File: config.mk
export PLATFORM = sky130hd
export DESIGN_NAME = pwr_seq_ctrl
export DESIGN_NICKNAME = d
export VERILOG_FILES = /design/src/rtl/pwr_seq_pkg.sv /design/src/rtl/pwr_seq_tick.sv /design/src/rtl/pwr_seq_strap.sv /design/src/rtl/pwr_seq_ramp.sv /design/src/rtl/pwr_seq_ctrl.sv
export SDC_FILE = /design/constraint.sdc
export NUM_CORES = 1
export LEC_CHECK = 0
export BUFFER_PORTS_ARGS = -buffer_cell sky130_fd_sc_hd__buf_2
export CAP_MARGIN = 20
export CORE_MARGIN = 1.5
export CORE_UTILIZATION = 35
export CTS_CLUSTER_SIZE = 12
export DETAILED_ROUTE_END_ITERATION = 8
export SLEW_MARGIN = 20
export SYNTH_ARGS = -nofsm -noshare
export SYNTH_HDL_FRONTEND = slang
export SYNTH_SLANG_ARGS = --single-unit
File: constraint.sdc
create_clock -name clk -period 4.4 [get_ports clk]
set_clock_uncertainty 0.05 [all_clocks]
set_input_delay 0.66 -clock clk [delete_from_list [all_inputs] [get_ports clk]]
set_output_delay 0.66 -clock clk [all_outputs]
set_load 0.05 [all_outputs]
File: src/rtl/pwr_seq_pkg.sv
package pwr_seq_pkg;

    typedef enum logic [2:0] {
        ST_OFF  = 3'd0,
        ST_INIT = 3'd1,
        ST_IDLE = 3'd2,
        ST_PON  = 3'd3,
        ST_RAMP = 3'd4,
        ST_RUN  = 3'd5
    } seq_state_e;

    typedef struct packed {
        logic [1:0] ss_sel;
        logic       comp_sel;
        logic       hiccup;
    } strap_cfg_t;

endpackage

File: src/rtl/pwr_seq_tick.sv
module pwr_seq_tick #(
    parameter int unsigned DIV = 200
) (
    input  logic clk,
    input  logic rst_n,
    output logic tick_o
);
    localparam int unsigned CW = (DIV > 1) ? $clog2(DIV) : 1;

    logic [CW-1:0] cnt_d, cnt_q;

    always_comb begin
        tick_o = (cnt_q == CW'(DIV - 1));
        cnt_d  = tick_o ? '0 : cnt_q + CW'(1);
    end

    always_ff @(posedge clk or negedge rst_n) begin
        if (!rst_n) cnt_q <= '0;
        else        cnt_q <= cnt_d;
    end
endmodule

File: src/rtl/pwr_seq_strap.sv
module pwr_seq_strap
    import pwr_seq_pkg::*;
(
    input  logic [4:0]  code_i,
    output strap_cfg_t  cfg_o
);
    always_comb begin
        if (code_i[4]) begin
            cfg_o.ss_sel   = 2'd2;
            cfg_o.comp_sel = 1'b0;
            cfg_o.hiccup   = 1'b0;
        end else begin
            cfg_o.ss_sel   = code_i[1:0];
            cfg_o.comp_sel = code_i[2];
            cfg_o.hiccup   = code_i[3];
        end
    end
endmodule

File: src/rtl/pwr_seq_ramp.sv
module pwr_seq_ramp #(
    parameter int unsigned REF_W   = 10,
    parameter int unsigned REF_FS  = 1023,
    parameter int unsigned BASE    = 750,
    parameter int unsigned ACC_W   = 13
) (
    input  logic [1:0]       sel_i,
    input  logic [REF_W-1:0] ref_i,
    input  logic [ACC_W-1:0] acc_i,
    output logic [REF_W-1:0] ref_nx_o,
    output logic [ACC_W-1:0] acc_nx_o,
    output logic [ACC_W-1:0] span_o
);
    logic [REF_W-1:0] step_w [4];
    logic [ACC_W-1:0] rem_w  [4];
    logic [ACC_W-1:0] span_w [4];

    // Whole step and remainder per ramp length; remainder spread Bresenham style
    for (genvar g = 0; g < 4; g++) begin : g_opt
        localparam int unsigned SPAN = BASE << g;
        assign step_w[g] = REF_W'(REF_FS / SPAN);
        assign rem_w[g]  = ACC_W'(REF_FS % SPAN);
        assign span_w[g] = ACC_W'(SPAN);
    end

    logic [ACC_W:0] sum;
    logic           carry;

    always_comb begin
        span_o = span_w[sel_i];
        sum    = {1'b0, acc_i} + {1'b0, rem_w[sel_i]};
        carry  = (sum >= {1'b0, span_w[sel_i]});
        if (carry) acc_nx_o = ACC_W'(sum - {1'b0, span_w[sel_i]});
        else       acc_nx_o = ACC_W'(sum);
        ref_nx_o = ref_i + step_w[sel_i] + REF_W'(carry);
    end
endmodule

File: src/rtl/pwr_seq_ctrl.sv
module pwr_seq_ctrl
    import pwr_seq_pkg::*;
#(
    parameter int unsigned TICK_DIV      = 200,
    parameter int unsigned INIT_TICKS    = 300,
    parameter int unsigned PON_TICKS     = 500,
    parameter int unsigned PG_TICKS      = 1000,
    parameter int unsigned SS_BASE_TICKS = 750,
    parameter int unsigned REF_W         = 10,
    parameter int unsigned REF_FS        = 1023
) (
    input  logic             clk,
    input  logic             rst_n,
    input  logic             supply_ok_i,
    input  logic             en_i,
    input  logic [4:0]       strap_i,
    input  logic [REF_W-1:0] fb_i,
    input  logic             in_reg_i,
    input  logic             hs_pulse_i,
    output logic [REF_W-1:0] ref_o,
    output logic             hs_en_o,
    output logic             ls_en_o,
    output logic             pgood_o,
    output logic             cfg_valid_o,
    output logic [1:0]       ss_sel_o,
    output logic             comp_sel_o,
    output logic             hiccup_o
);
    localparam int unsigned SPAN_MAX = SS_BASE_TICKS * 8;
    localparam int unsigned T_A      = (INIT_TICKS > PON_TICKS) ? INIT_TICKS : PON_TICKS;
    localparam int unsigned TMR_MAX  = (T_A > SPAN_MAX) ? T_A : SPAN_MAX;
    localparam int unsigned TMR_W    = $clog2(TMR_MAX + 1);
    localparam int unsigned ACC_W    = $clog2(SPAN_MAX + 1);
    localparam int unsigned PG_W     = $clog2(PG_TICKS + 1);

    typedef struct packed {
        seq_state_e       st;
        logic [TMR_W-1:0] tmr;
        logic [REF_W-1:0] ref_c;
        logic [ACC_W-1:0] acc;
        logic             started;
        logic             pulsed;
        logic [PG_W-1:0]  pgc;
        logic             pg;
        logic             cfg_v;
        strap_cfg_t       cfg;
    } ctl_t;

    localparam ctl_t CTL_RST = '{st: ST_OFF, default: '0};

    ctl_t q, d;

    logic             tick;
    strap_cfg_t       dec_cfg;
    logic [REF_W-1:0] ref_nx;
    logic [ACC_W-1:0] acc_nx;
    logic [ACC_W-1:0] span;
    logic             active;
    logic             hs_act;

    pwr_seq_tick #(.DIV(TICK_DIV)) u_tick (
        .clk    (clk),
        .rst_n  (rst_n),
        .tick_o (tick)
    );

    pwr_seq_strap u_strap (
        .code_i (strap_i),
        .cfg_o  (dec_cfg)
    );

    pwr_seq_ramp #(
        .REF_W  (REF_W),
        .REF_FS (REF_FS),
        .BASE   (SS_BASE_TICKS),
        .ACC_W  (ACC_W)
    ) u_ramp (
        .sel_i    (q.cfg.ss_sel),
        .ref_i    (q.ref_c),
        .acc_i    (q.acc),
        .ref_nx_o (ref_nx),
        .acc_nx_o (acc_nx),
        .span_o   (span)
    );

    always_comb begin
        d      = q;
        active = (q.st == ST_RAMP) || (q.st == ST_RUN);
        hs_act = q.started & en_i & supply_ok_i;

        // Switching state: gate on reference above feedback, low side after first high pulse
        if (active) begin
            d.started = q.started | (q.ref_c > fb_i);
            d.pulsed  = q.pulsed | (hs_pulse_i & hs_act);
        end

        // Power-good timer
        if (active && in_reg_i) begin
            if (tick && !q.pg) begin
                if (q.pgc == PG_W'(PG_TICKS - 1)) d.pg  = 1'b1;
                else                              d.pgc = q.pgc + PG_W'(1);
            end
        end else begin
            d.pgc = '0;
            d.pg  = 1'b0;
        end

        unique case (q.st)
            ST_OFF: begin
                if (supply_ok_i) begin
                    d.st  = ST_INIT;
                    d.tmr = '0;
                end
            end
            ST_INIT: begin
                if (tick) begin
                    if (q.tmr == TMR_W'(INIT_TICKS - 1)) begin
                        d.st    = ST_IDLE;
                        d.tmr   = '0;
                        d.cfg   = dec_cfg;
                        d.cfg_v = 1'b1;
                    end else begin
                        d.tmr = q.tmr + TMR_W'(1);
                    end
                end
            end
            ST_IDLE: begin
                if (en_i) begin
                    d.st  = ST_PON;
                    d.tmr = '0;
                end
            end
            ST_PON: begin
                if (tick) begin
                    if (q.tmr == TMR_W'(PON_TICKS - 1)) begin
                        d.st    = ST_RAMP;
                        d.tmr   = '0;
                        d.ref_c = '0;
                        d.acc   = '0;
                    end else begin
                        d.tmr = q.tmr + TMR_W'(1);
                    end
                end
            end
            ST_RAMP: begin
                if (tick) begin
                    d.ref_c = ref_nx;
                    d.acc   = acc_nx;
                    if (q.tmr == TMR_W'(span - ACC_W'(1))) begin
                        d.st  = ST_RUN;
                        d.tmr = '0;
                    end else begin
                        d.tmr = q.tmr + TMR_W'(1);
                    end
                end
            end
            default: ;
        endcase

        // Enable low: immediate shutdown, reference discharged
        if ((q.st == ST_PON || active) && !en_i) begin
            d.st      = ST_IDLE;
            d.tmr     = '0;
            d.ref_c   = '0;
            d.acc     = '0;
            d.started = 1'b0;
            d.pulsed  = 1'b0;
            d.pgc     = '0;
            d.pg      = 1'b0;
        end

        // Supply loss overrides everything
        if (!supply_ok_i) d = CTL_RST;
    end

    always_ff @(posedge clk or negedge rst_n) begin
        if (!rst_n) q <= CTL_RST;
        else        q <= d;
    end

    assign ref_o       = q.ref_c;
    assign hs_en_o     = hs_act;
    assign ls_en_o     = hs_act & q.pulsed;
    assign pgood_o     = q.pg;
    assign cfg_valid_o = q.cfg_v;
    assign ss_sel_o    = q.cfg.ss_sel;
    assign comp_sel_o  = q.cfg.comp_sel;
    assign hiccup_o    = q.cfg.hiccup;

    // Captured configuration never moves while valid
    p_cfg_hold_r2: assert property (@(posedge clk) disable iff (!rst_n)
        (cfg_valid_o && $past(cfg_valid_o)) |-> $stable({ss_sel_o, comp_sel_o, hiccup_o}));

    // Reference only climbs, except when it is discharged to zero
    p_ref_mono_r5: assert property (@(posedge clk) disable iff (!rst_n)
        (ref_o != $past(ref_o)) |-> ((ref_o > $past(ref_o)) || (ref_o == '0)));

    p_ref_cap_r5: assert property (@(posedge clk) disable iff (!rst_n)
        ref_o <= REF_W'(REF_FS));

    p_ls_needs_hs_r7: assert property (@(posedge clk) disable iff (!rst_n)
        ls_en_o |-> hs_en_o);

    p_pg_inreg_r8: assert property (@(posedge clk) disable iff (!rst_n)
        pgood_o |-> ($past(in_reg_i) && $past(en_i)));

    p_shutdown_ref_r9: assert property (@(posedge clk) disable iff (!rst_n)
        !en_i |=> (ref_o == '0));

    p_supply_loss_r10: assert property (@(posedge clk) disable iff (!rst_n)
        !supply_ok_i |=> (!cfg_valid_o && !pgood_o && (ref_o == '0)));
endmodule

==> results of run 1 <==
[repair_timing]
item / CTS / global route
endpoints found under the setup margin: 2 / 6
buffers inserted: 3 / 4
gates resized for setup: 9 / 15
pin swaps: 15 / 12
[synth_stat cells, types with 2 or more instances]
| cell | n |
|---|---|
| dfrtp_1 | 65 |
| nor2_1 | 57 |
| nand2_1 | 51 |
| ha_1 | 40 |
| o21ai_1 | 35 |
| o21ai_0 | 30 |
| inv_1 | 26 |
| a21oi_1 | 24 |
| xnor2_1 | 21 |
| nand3_1 | 17 |
| clkbuf_1 | 16 |
| and3_1 | 15 |
| nand2b_1 | 13 |
| xor2_1 | 13 |
| buf_4 | 12 |
| a31oi_1 | 11 |
| nor3_1 | 11 |
| nand4_1 | 9 |
| nor2b_1 | 9 |
| mux2i_1 | 7 |
| a21o_1 | 6 |
| o31ai_1 | 6 |
| o21a_1 | 5 |
| or3_1 | 5 |
| a211oi_1 | 4 |
| and3b_1 | 4 |
| buf_2 | 4 |
| nand3b_1 | 4 |
| o31ai_2 | 4 |
| fa_1 | 3 |
| nor3_2 | 3 |
| o211ai_1 | 3 |
| o221ai_1 | 3 |
| o22ai_1 | 3 |
| a221oi_1 | 2 |
| a31o_2 | 2 |
| and2_1 | 2 |
| and4_1 | 2 |
| nand4b_1 | 2 |
| nor3b_1 | 2 |
| nor4_1 | 2 |
| or4b_1 | 2 |
[per-layer routing]
metal | vias up | track usage [%] | share of wire (%)
met5 | - | 0 | 0
met2 | 76 | 30.0 | 48
met4 | 0 | 4.56 | 0.93
met1 | 2105 | 23.7 | 48
met3 | 7 | 3.24 | 3.2
li1 | 2152 | - | -
[critical path, cell delays in order, from the launching register on]
cell	delay [ps]
dfrtp_2	410
inv_2	80
ha_4	170
inv_8	70
ha_4	230
a211oi_4	280
o2111ai_2	170
a31oi_1	230
nor2_1	100
xor2_1	160
ha_1	360
nand2_2	100
o21ai_4	210
o21ai_2	80
o21ai_2	150
or2_1	150
inv_2	50
fa_2	330
inv_2	70
and3_4	190
and3_4	190
and3_4	210
a31oi_1	90
o21ai_1	150
o21ai_1	80
[placed cells by master (no fill, tap or decap), drive strengths merged, types with 3 or more instances in the layout]
cell type	Yosys	layout
clkbuf	16	9
mux2i	7	7
nand3	17	17
a31oi	11	11
inv	27	31
o31ai	10	10
a31o	3	3
a21oi	24	24
or2	4	4
nand2	51	51
nand3b	4	4
a21o	6	6
nand2b	13	13
ha	40	40
xor2	13	13
xnor2	21	21
buf	17	71
fa	3	3
dfrtp	65	65
o221ai	3	3
nor3	14	14
nand4	9	9
or3	5	5
nor2	57	57
and3	15	15
a211oi	4	4
nor2b	9	9
o211ai	4	4
o22ai	3	3
and3b	4	4
o21ai	65	65
o21a	5	5
[where the power goes]
group / leakage [nW] / switching [mW] / internal (mW)
clock: 0.145 / 0.304 / 0.449
sequential: 0.888 / 0.0314 / 0.611
combinational: 1.63 / 0.127 / 0.0714
total: 2.66 / 0.462 / 1.13
[layout make-up]
cell class	instances	area share [%]
repair buffers	71	7.48
multi-input cells	451	54.0
inverters	27	1.85
flip-flops and latches	65	27.7
clock inverters	7	1.40
clock buffers	9	3.83
well taps	176	3.74
[worst paths after layout]
kind / startpoint / to / cells after the start
max: ss_sel_o[1] / ref_o[9] / 24
min: rst_n / q[7] / 1
max reg2reg: ss_sel_o[1] / ref_o[9] / 24
min reg2reg: u_tick.cnt_q[1] / u_tick.cnt_q[1] / 1
max in group asynchronous: rst_n / ss_sel_o[0] / 2
min in group clk: u_tick.cnt_q[1] / u_tick.cnt_q[1] / 1
[per-stage QoR]
stage	power (mW)	utilization [%]	cell area, µm²	hold slack, ps
final	1.59	43.9	5880	267
after global routing	1.67	43.9	5880	330
after CTS	1.61	43.3	5800	437
after detailed placement	0.851	40.5	5430	429
after global placement	0.846	40.5	5430	388
after floorplan	0.793	-	5010	314
[logic make-up (layout without fill, tap and decap cells)]
| group | Yosys count | count (layout) | synth area share [%] |
|---|---|---|---|
| simple gates | 217 | 217 | 22.7 |
| xor+xnor | 34 | 34 | 6.10 |
| buf+inv | 60 | 114 | 5.79 |
| compound gates | 150 | 150 | 19.1 |
| mux | 7 | 7 | 1.44 |
| fa+ha+maj | 43 | 43 | 11.5 |
| flops | 65 | 65 | 33.3 |
[registers in the layout (all words and copies together), names as in the netlist]
signal,cells
comp_sel_o,1
pgood_o,1
ref_o,10
ss_sel_o,2
hiccup_o,1
cfg_valid_o,1
q,41
u_tick.cnt_q,8
==> results.py, run 1 <==
metrics = {
    "placed_design": {
        "place_ws_ps": -63.4,
        "dp_hpwl_um": 9070,
        "portBuffers": 38,
        "dp_cells": 783,
        "place_congestion": 0.871,
    },
    "detailed_routing": {
        "drt-total-wl_um": 12300,
        "vias": 4340,
        "antenna_left": 0,
        "wl_per_cell_um": 15.3,
        "drtIter0Drc": 238,
        "viasPerCell": 5.38,
        "first_pass_iters": 4,
        "remaining_drc_errors": 0,
    },
    "clock_network": {
        "clock_path_buffers": 2,
        "clkLatencyLatePin_ps": 340,
        "clock_sinks": 65,
        "cts_tree": "yes",
        "clk_pin_slew_ps": 60,
        "hold_buffers": 0,
        "cts_buffers": 9,
        "h-tree-depth": 3,
        "root_buffer": "clkbuf_16",
    },
    "outcome": {
        "failed_checks": "setup timing",
        "outcome": "finished with violations",
    },
    "yosys": {
        "synthArstFlopShare_pct": 100,
        "syn_area_mm2": 0.00488,
        "synth_seq_cells": 65,
        "yosysWarnings": 0,
        "syn-num-nets": 640,
        "synth_top_cell_by_area": "dfrtp_1",
        "syn_inst": 576,
        "synth_cell_types": 63,
        "synth_top_cells_by_area": "dfrtp_1 33%, ha_1 10%, nor2_1 4.4%, nand2_1 3.9%, xnor2_1 3.8%",
        "syn_avg_cell_area_um2": 8.47,
        "yosysSeqAreaShare_pct": 33.3,
        "synth-edff-count": 0,
        "synth_top_area_share_pct": 33.3,
        "ys.flop_type": "dfrtp_1",
    },
    "sta": {
        "finalCritPeriodShare_pct": 102,
        "slew_headroom_pct": 53.2,
        "hold_viol": 0,
        "fin_ws_ps": -71.4,
        "report.final.slew_viol_count": 0,
        "fin_tns_setup_ps": -113,
        "grt_setup_unrepaired": "true",
        "tightest_slew_ps": 700,
        "setup_violations": 3,
        "fmaxAchievable_ghz": 0.224,
        "timing.final.crit_period_ps": 4470,
    },
    "global_routing": {
        "antenna_found_initial": 0,
        "grt_use_total_pct": 17.8,
        "grt_pass1_vias": 4391,
        "globalRouteOverflowTotal": 0,
        "grt_max_degree": 45,
        "grt_first_pass_wirelength_um": 21200,
    },
    "pwr": {
        "power.leakage_nw": 2.66,
        "powerDensity_mw_per_mm2": 271,
        "ir_drop_mv": 0.247,
    },
    "layout": {
        "layout-drive-gt1-share_pct": 22.2,
        "diodes": 0,
        "regArea_mm2": 0.00163,
        "fillers": 1323,
        "layout.nets": 689,
        "multi_input_area_mm2": 0.00318,
        "instances_no_fill": 806,
        "syn_to_final_growth_pct": 20.6,
    },
    "worst_hold_path": {
        "hold_path_class": "input port to asynchronous set/reset pin",
    },
    "critical_path": {
        "start_kind": "flop",
        "reg2reg_slack_ps": -70,
        "cp-end-kind": "flop",
        "critical_path_class": "flop to flop",
        "crit_path_max_fanout": 10,
        "required_ps": 4570,
        "worst_ep_arrival_time_ps": 4640,
    },
    "die": {
        "start_util_pct": 36.4,
        "fp-row-count": 42,
        "die_width_um": 121,
        "fp.coreArea_mm2": 0.0134,
        "dieHeight_um": 121,
        "dieArea_mm2": 0.0147,
        "ios": 39,
    },
    "run": {
        "cap_violations": 0,
    },
}
Note: power is estimated with default switching activity, not from simulation.
==> run 2: changes to the inputs <==
--- a/config.mk
+++ b/config.mk
@@ -8,9 +8,11 @@
 export BUFFER_PORTS_ARGS = -buffer_cell sky130_fd_sc_hd__buf_2
 export CAP_MARGIN = 20
 export CORE_MARGIN = 1.5
-export CORE_UTILIZATION = 35
+export CORE_UTILIZATION = 30
+export CTS_BUF_LIST = sky130_fd_sc_hd__clkbuf_4
 export CTS_CLUSTER_SIZE = 12
 export DETAILED_ROUTE_END_ITERATION = 8
+export RECOVER_POWER = 25
 export SLEW_MARGIN = 20
 export SYNTH_ARGS = -nofsm -noshare
 export SYNTH_HDL_FRONTEND = slang
==> run 2 against run 1 <==
  * The flow finishes with violations (capacitance limit, slew limit, setup timing)
  * Clock power is 46% lower
  * Combinational power shrank 2%
  * Wire length down 3.0%
  * Sequential share of layout area increased by 0.89 points
  * Largest cell class unchanged
  * Highest routed layer unchanged
==> results.py, run 2 (same netlist as run 1, synthesis figures left out) <==
metrics = {
    "outcome": {
        "outcome": "finished with violations",
        "failed_checks": "capacitance limit, slew limit, setup timing",
    },
    "critical_path": {
        "path_cells": "inv_2 -> ha_4 -> inv_8 -> fa_2 -> a21oi_2 -> o221ai_2 -> o21a_1 -> nor2_1 -> xor2_1 -> ha_2 -> a21oi_1 -> o21ai_2 -> o21ai_2 -> o21ai_2 -> or2_1 -> inv_2 -> fa_2 -> inv_2 -> and3_4 -> and3_4 -> and3_4 -> a31oi_1 -> o21ai_1 -> o21ai_1",
        "reg2reg_slack_ps": -30,
        "required_ps": 4680,
        "crit_buf_inv": 4,
        "cp_slowest_cell": "dfrtp_2",
        "worst_ep_arrival_time_ps": 4710,
        "reg2reg_depth": 24,
        "crit_path_max_fanout": 10,
        "cp-end-kind": "flop",
        "critical_path_class": "flop to flop",
        "timing.rr.end": "ref_o[9]",
        "start_kind": "flop",
        "critical-path-top-delay-family": "compound AO/OA/AOI/OAI gates",
        "max_stage_delay_ps": 420,
        "r2r-start": "ss_sel_o[1]",
    },
    "layout": {
        "largestRegisters": "q x41, ref_o x10, u_tick.cnt_q x8",
        "instances_no_fill": 844,
        "most-common-layout-cells": "63 x dfrtp_1, 56 x nor2_1, 51 x nand2_1",
        "multi_input_area_mm2": 0.00314,
        "layout-drive-gt1-share_pct": 20.7,
        "syn_to_final_growth_pct": 16.8,
        "fillers": 1642,
        "layout_commonest_cell": "dfrtp_1",
        "fin_area_mm2": 0.00570,
        "largest_register_ffs": 41,
        "layout.nets": 687,
        "diodes": 0,
        "regArea_mm2": 0.00163,
        "top_register": "q",
    },
    "worst_hold_path": {
        "min_delay_worst_endpoint": "u_tick.cnt_q[0]",
        "hold_depth": 1,
        "hp-start": "u_tick.cnt_q[0]",
        "hold_path_class": "flop to flop",
    },
    "global_routing": {
        "globalRouteOverflowTotal": 0,
        "grt_first_pass_wirelength_um": 20200,
        "antenna_found_initial": 0,
        "grt_use_total_pct": 14.8,
        "grt_max_degree": 38,
        "grt_pass1_vias": 4214,
    },
    "sta": {
        "report.final.slew_viol_count": 38,
        "slew_headroom_pct": -33.9,
        "fin_ws_ps": -30.5,
        "tightest_slew_ps": 2010,
        "hold_viol": 0,
        "grt_setup_unrepaired": "true",
        "setup_violations": 1,
        "finalCritPeriodShare_pct": 101,
        "fin_tns_setup_ps": -30.5,
        "timing.final.crit_period_ps": 4430,
        "fmaxAchievable_ghz": 0.226,
    },
    "pwr": {
        "powerDensity_mw_per_mm2": 218,
        "power.leakage_nw": 2.57,
        "ir_drop_mv": 0.186,
    },
    "die": {
        "ios": 39,
        "fp.coreArea_mm2": 0.0159,
        "start_util_pct": 30.7,
        "die_width_um": 131,
        "dieArea_mm2": 0.0170,
        "dieHeight_um": 131,
        "fp-row-count": 46,
    },
    "detailed_routing": {
        "drt-total-wl_um": 11900,
        "antenna_left": 0,
        "viasPerCell": 5.12,
        "first_pass_iters": 4,
        "remaining_drc_errors": 0,
        "vias": 4320,
        "drtIter0Drc": 217,
        "wl_per_cell_um": 14.1,
    },
    "placed_design": {
        "place_congestion": 0.873,
        "dp_cells": 821,
        "portBuffers": 38,
        "placed_area_mm2": 0.00547,
        "dp_hpwl_um": 8950,
    },
    "clock_network": {
        "clock_path_buffers": 2,
        "cts_tree": "yes",
        "root_buffer": "clkbuf_4",
        "clkLatencyLatePin_ps": 430,
        "cts_buffers": 9,
        "clk_pin_slew_ps": 120,
        "clock_sinks": 65,
        "h-tree-depth": 3,
    },
    "run": {
        "cap_violations": 1,
    },
}
## run 2: changes by cell type in the layout (fill, tap and decap cells not counted), sizes merged
cell,before,now
clkinv,0,3
inv,31,27
clkbuf,9,11
buf,71,68
## run 2: routing by layer
layer  global-route usage, %  share of wire [%]
met2                    24.2                 48
met4                    3.81                1.2
met1                    20.1                 47
met5                       0                  0
met3                    2.77                3.3
## run 2: stage by stage
stage               setup WS, ps  utilization [%]  total power [mW]  hold slack [ps]
global route                -344             35.9              1.32              438
global placement            62.5             34.4             0.846              388
floorplan                   20.7                -             0.793              314
finish                     -30.5             35.9              1.25              419
detailed placement         -57.1             34.4             0.851              400
CTS                         6.71             35.5              1.26              258
## run 2: how the worst max path moves through the flow
stage | slack (ps) | start | endpoint | depth (start not counted)
global placement | 60 | ss_sel_o[1] | ref_o[8] | 23
global route | -340 | ss_sel_o[1] | ref_o[9] | 24
detailed placement | -60 | ss_sel_o[1] | ref_o[8] | 24
finish | -30 | ss_sel_o[1] | ref_o[9] | 24
CTS | 7 | ss_sel_o[0] | ref_o[8] | 24
floorplan | 20 | ss_sel_o[1] | ref_o[8] | 23
## run 2: power breakdown
part           total (mW)  internal (mW)  switching, mW  leakage (nW)
Clock               0.405          0.175          0.230        0.0698
Sequential          0.645          0.611         0.0342         0.888
Combinational       0.195         0.0710          0.124          1.61
## run 2: area by class of cell
class	instances	area share, %
Clock buffer	10	1.32
Clock inverter	6	1.03
Inverter	27	1.91
Multi-Input combinational cell	451	55.0
Sequential cell	65	28.6
Tap cell	216	4.74
Timing Repair Buffer	69	7.40
## run 2: timing repair
item                                    in CTS  in global routing
pin swaps                                   11                 14
hold buffers                                 0                  0
resized for setup                            6                  9
endpoints found under the setup margin       2                  6
cloned                                       0                  0
setup buffers                                3                  4
==> run 3: changes to the inputs <==
--- a/config.mk
+++ b/config.mk
@@ -8,7 +8,7 @@
 export BUFFER_PORTS_ARGS = -buffer_cell sky130_fd_sc_hd__buf_2
 export CAP_MARGIN = 20
 export CORE_MARGIN = 1.5
-export CORE_UTILIZATION = 30
+export CORE_UTILIZATION = 37
 export CTS_BUF_LIST = sky130_fd_sc_hd__clkbuf_4
 export CTS_CLUSTER_SIZE = 12
 export DETAILED_ROUTE_END_ITERATION = 8
==> run 3 against run 2 <==
  * The flow finishes with violations (capacitance limit, slew limit)
  * Via count increased by 1.3%
  * Register-to-register slack better by 90 ps
  * Global-route usage increased by 3.1 points
  * Sequential cell count unchanged
  * Final cell count is 5.2% lower
  * Hold slack got worse by 13 ps
  * Maximum frequency increased by 2.0%
  * Sequential share of layout area increased by 0.32 points
  * Non-clock buffer count is the same
  * Critical path depth is the same
  * Worst setup slack gained 88 ps
  * Cell area is 1.1% lower
  * Largest cell class unchanged
  * Highest routed layer unchanged
==> results.py, run 3 (same netlist as run 1, synthesis figures left out) <==
metrics = {
    "outcome": {
        "outcome": "finished with violations",
        "failed_checks": "capacitance limit, slew limit",
    },
    "pwr": {
        "ir_drop_mv": 0.127,
        "power_switching_share_pct": 33.4,
        "combPwrFrac_pct": 16.7,
        "totalPowerFinal_mw": 1.19,
        "intPower_uw": 791,
        "seq_power_share_pct": 54.1,
        "p_sw_uw": 397,
        "powerDensity_mw_per_mm2": 211,
        "clockPowerShare_pct": 29.2,
        "power.leakage_nw": 2.54,
    },
    "layout": {
        "largestRegisters": "q x41, ref_o x10, u_tick.cnt_q x8",
        "layout_commonest_cell": "dfrtp_1",
        "layout-drive-gt1-share_pct": 20.4,
        "layout.nets": 687,
        "most-common-layout-cells": "63 x dfrtp_1, 57 x nor2_1, 51 x nand2_1",
        "fin_util_pct": 44.3,
        "syn_to_final_growth_pct": 15.5,
        "diodes": 0,
        "largest_register_ffs": 41,
        "top_register": "q",
    },
    "critical_path": {
        "cp-end-kind": "flop",
        "required_ps": 4720,
        "start_kind": "flop",
        "critical_path_class": "flop to flop",
        "crit_path_max_fanout": 10,
        "worst_ep_arrival_time_ps": 4670,
    },
    "placed_design": {
        "place_congestion": 0.856,
        "place_ws_ps": -58.7,
        "portBuffers": 38,
        "dp_hpwl_um": 8790,
    },
    "detailed_routing": {
        "drtIter0Drc": 171,
        "viasPerCell": 5.47,
        "wl_per_cell_um": 14.8,
        "remaining_drc_errors": 0,
        "vias": 4376,
        "drt-total-wl_um": 11900,
        "antenna_left": 0,
        "first_pass_iters": 6,
    },
    "global_routing": {
        "grt_use_total_pct": 17.9,
        "antenna_found_initial": 0,
        "globalRouteOverflowTotal": 0,
        "grt_pass1_vias": 4232,
        "grt_first_pass_wirelength_um": 20500,
        "grt_max_degree": 36,
    },
    "die": {
        "ios": 39,
        "dieArea_mm2": 0.0139,
        "fp-row-count": 41,
        "die_width_um": 118,
        "dieHeight_um": 118,
        "start_util_pct": 38.4,
        "fp.coreArea_mm2": 0.0127,
    },
    "clock_network": {
        "root_buffer": "clkbuf_4",
        "hold_buffers": 0,
        "cts_tree": "yes",
        "cts_buffers": 9,
        "clock_path_buffers": 2,
        "clkLatencyLatePin_ps": 440,
        "clk_pin_slew_ps": 120,
        "clock_sinks": 65,
        "h-tree-depth": 3,
    },
    "sta": {
        "report.final.slew_viol_count": 36,
        "grt_setup_unrepaired": "true",
        "setup_violations": 0,
        "finalCritPeriodShare_pct": 98.7,
        "finalHoldWorstSlack_ps": 406,
        "fin_ws_ps": 57.3,
        "timing.final.crit_period_ps": 4340,
        "fin_tns_setup_ps": 0,
        "tightest_slew_ps": 2000,
        "slew_headroom_pct": -33.4,
        "hold_viol": 0,
        "fmaxAchievable_ghz": 0.230,
    },
    "worst_hold_path": {
        "hold_path_class": "flop to flop",
    },
    "run": {
        "cap_violations": 1,
    },
}
run 3: critical path, cell delays in order, from the launching register on:
cell      delay (ps)
dfrtp_2          420
inv_2             80
ha_4             170
inv_8             70
fa_2             420
a21oi_4          190
nor2b_1           80
nand2b_4         140
a211oi_2         220
nor2_1           100
ha_1             210
a21o_1           170
a31o_2           240
a211oi_2         180
o21ai_2           90
or2_1            250
inv_2             70
fa_2             190
inv_2             40
ha_2             170
and3_4           180
and3_4           190
a31oi_1          180
o21ai_1           90
o21ai_1           90
run 3: layout make-up:
cell class              instances  area [µm²]
multi-input cells             451        3160
inverters                      27         109
repair buffers                 69         422
fillers                      1297        7090
flip-flops and latches         65        1630
clock inverters                 7        37.5
well taps                     172         215
clock buffers                   9        67.6
run 3: worst paths after layout:
path	start	to	slack (ps)	depth (start not counted)
setup / recovery	ss_sel_o[0]	ref_o[8]	60	24
hold reg to reg	u_tick.cnt_q[0]	u_tick.cnt_q[0]	410	1
max in group asynchronous	rst_n	u_tick.cnt_q[2]	2260	2
hold / removal	u_tick.cnt_q[0]	u_tick.cnt_q[0]	410	1
setup reg to reg	ss_sel_o[0]	ref_o[8]	60	24
min in group asynchronous	rst_n	q[6]	720	1
run 3: what timing repair did:
| item | in CTS | in global routing |
|---|---|---|
| cloned | 0 | 0 |
| pin swaps | 6 | 15 |
| gates resized for setup | 5 | 10 |
| setup endpoints to repair | 3 | 7 |
| buffers inserted | 3 | 3 |
run 3: through the flow:
step                      cells  cell area [µm²]
after floorplan             576             5010
after global placement      778             5420
after detailed placement    778             5420
after CTS                   797             5570
after global routing        800             5640
final                       800             5640
run 3: power by group through the flow:
stage          registers, mW  logic [mW]  clock network [mW]
3_3_place_gp           0.652       0.193                   0
6_report               0.642       0.199               0.347
5_1_grt                0.646       0.225               0.386
2_1_floorplan          0.632       0.161                   0
3_5_place_dp           0.653       0.198                   0
4_1_cts                0.642       0.200               0.361
run 3: metal layers:
metal / vias to the layer above / global-route usage [%] / routed length [µm]
met5: - / 0 / 0
met4: 0 / 5.34 / 129
met3: 11 / 3.73 / 501
met2: 95 / 29.0 / 5540
met1: 2119 / 24.0 / 5690
li1: 2151 / - / -
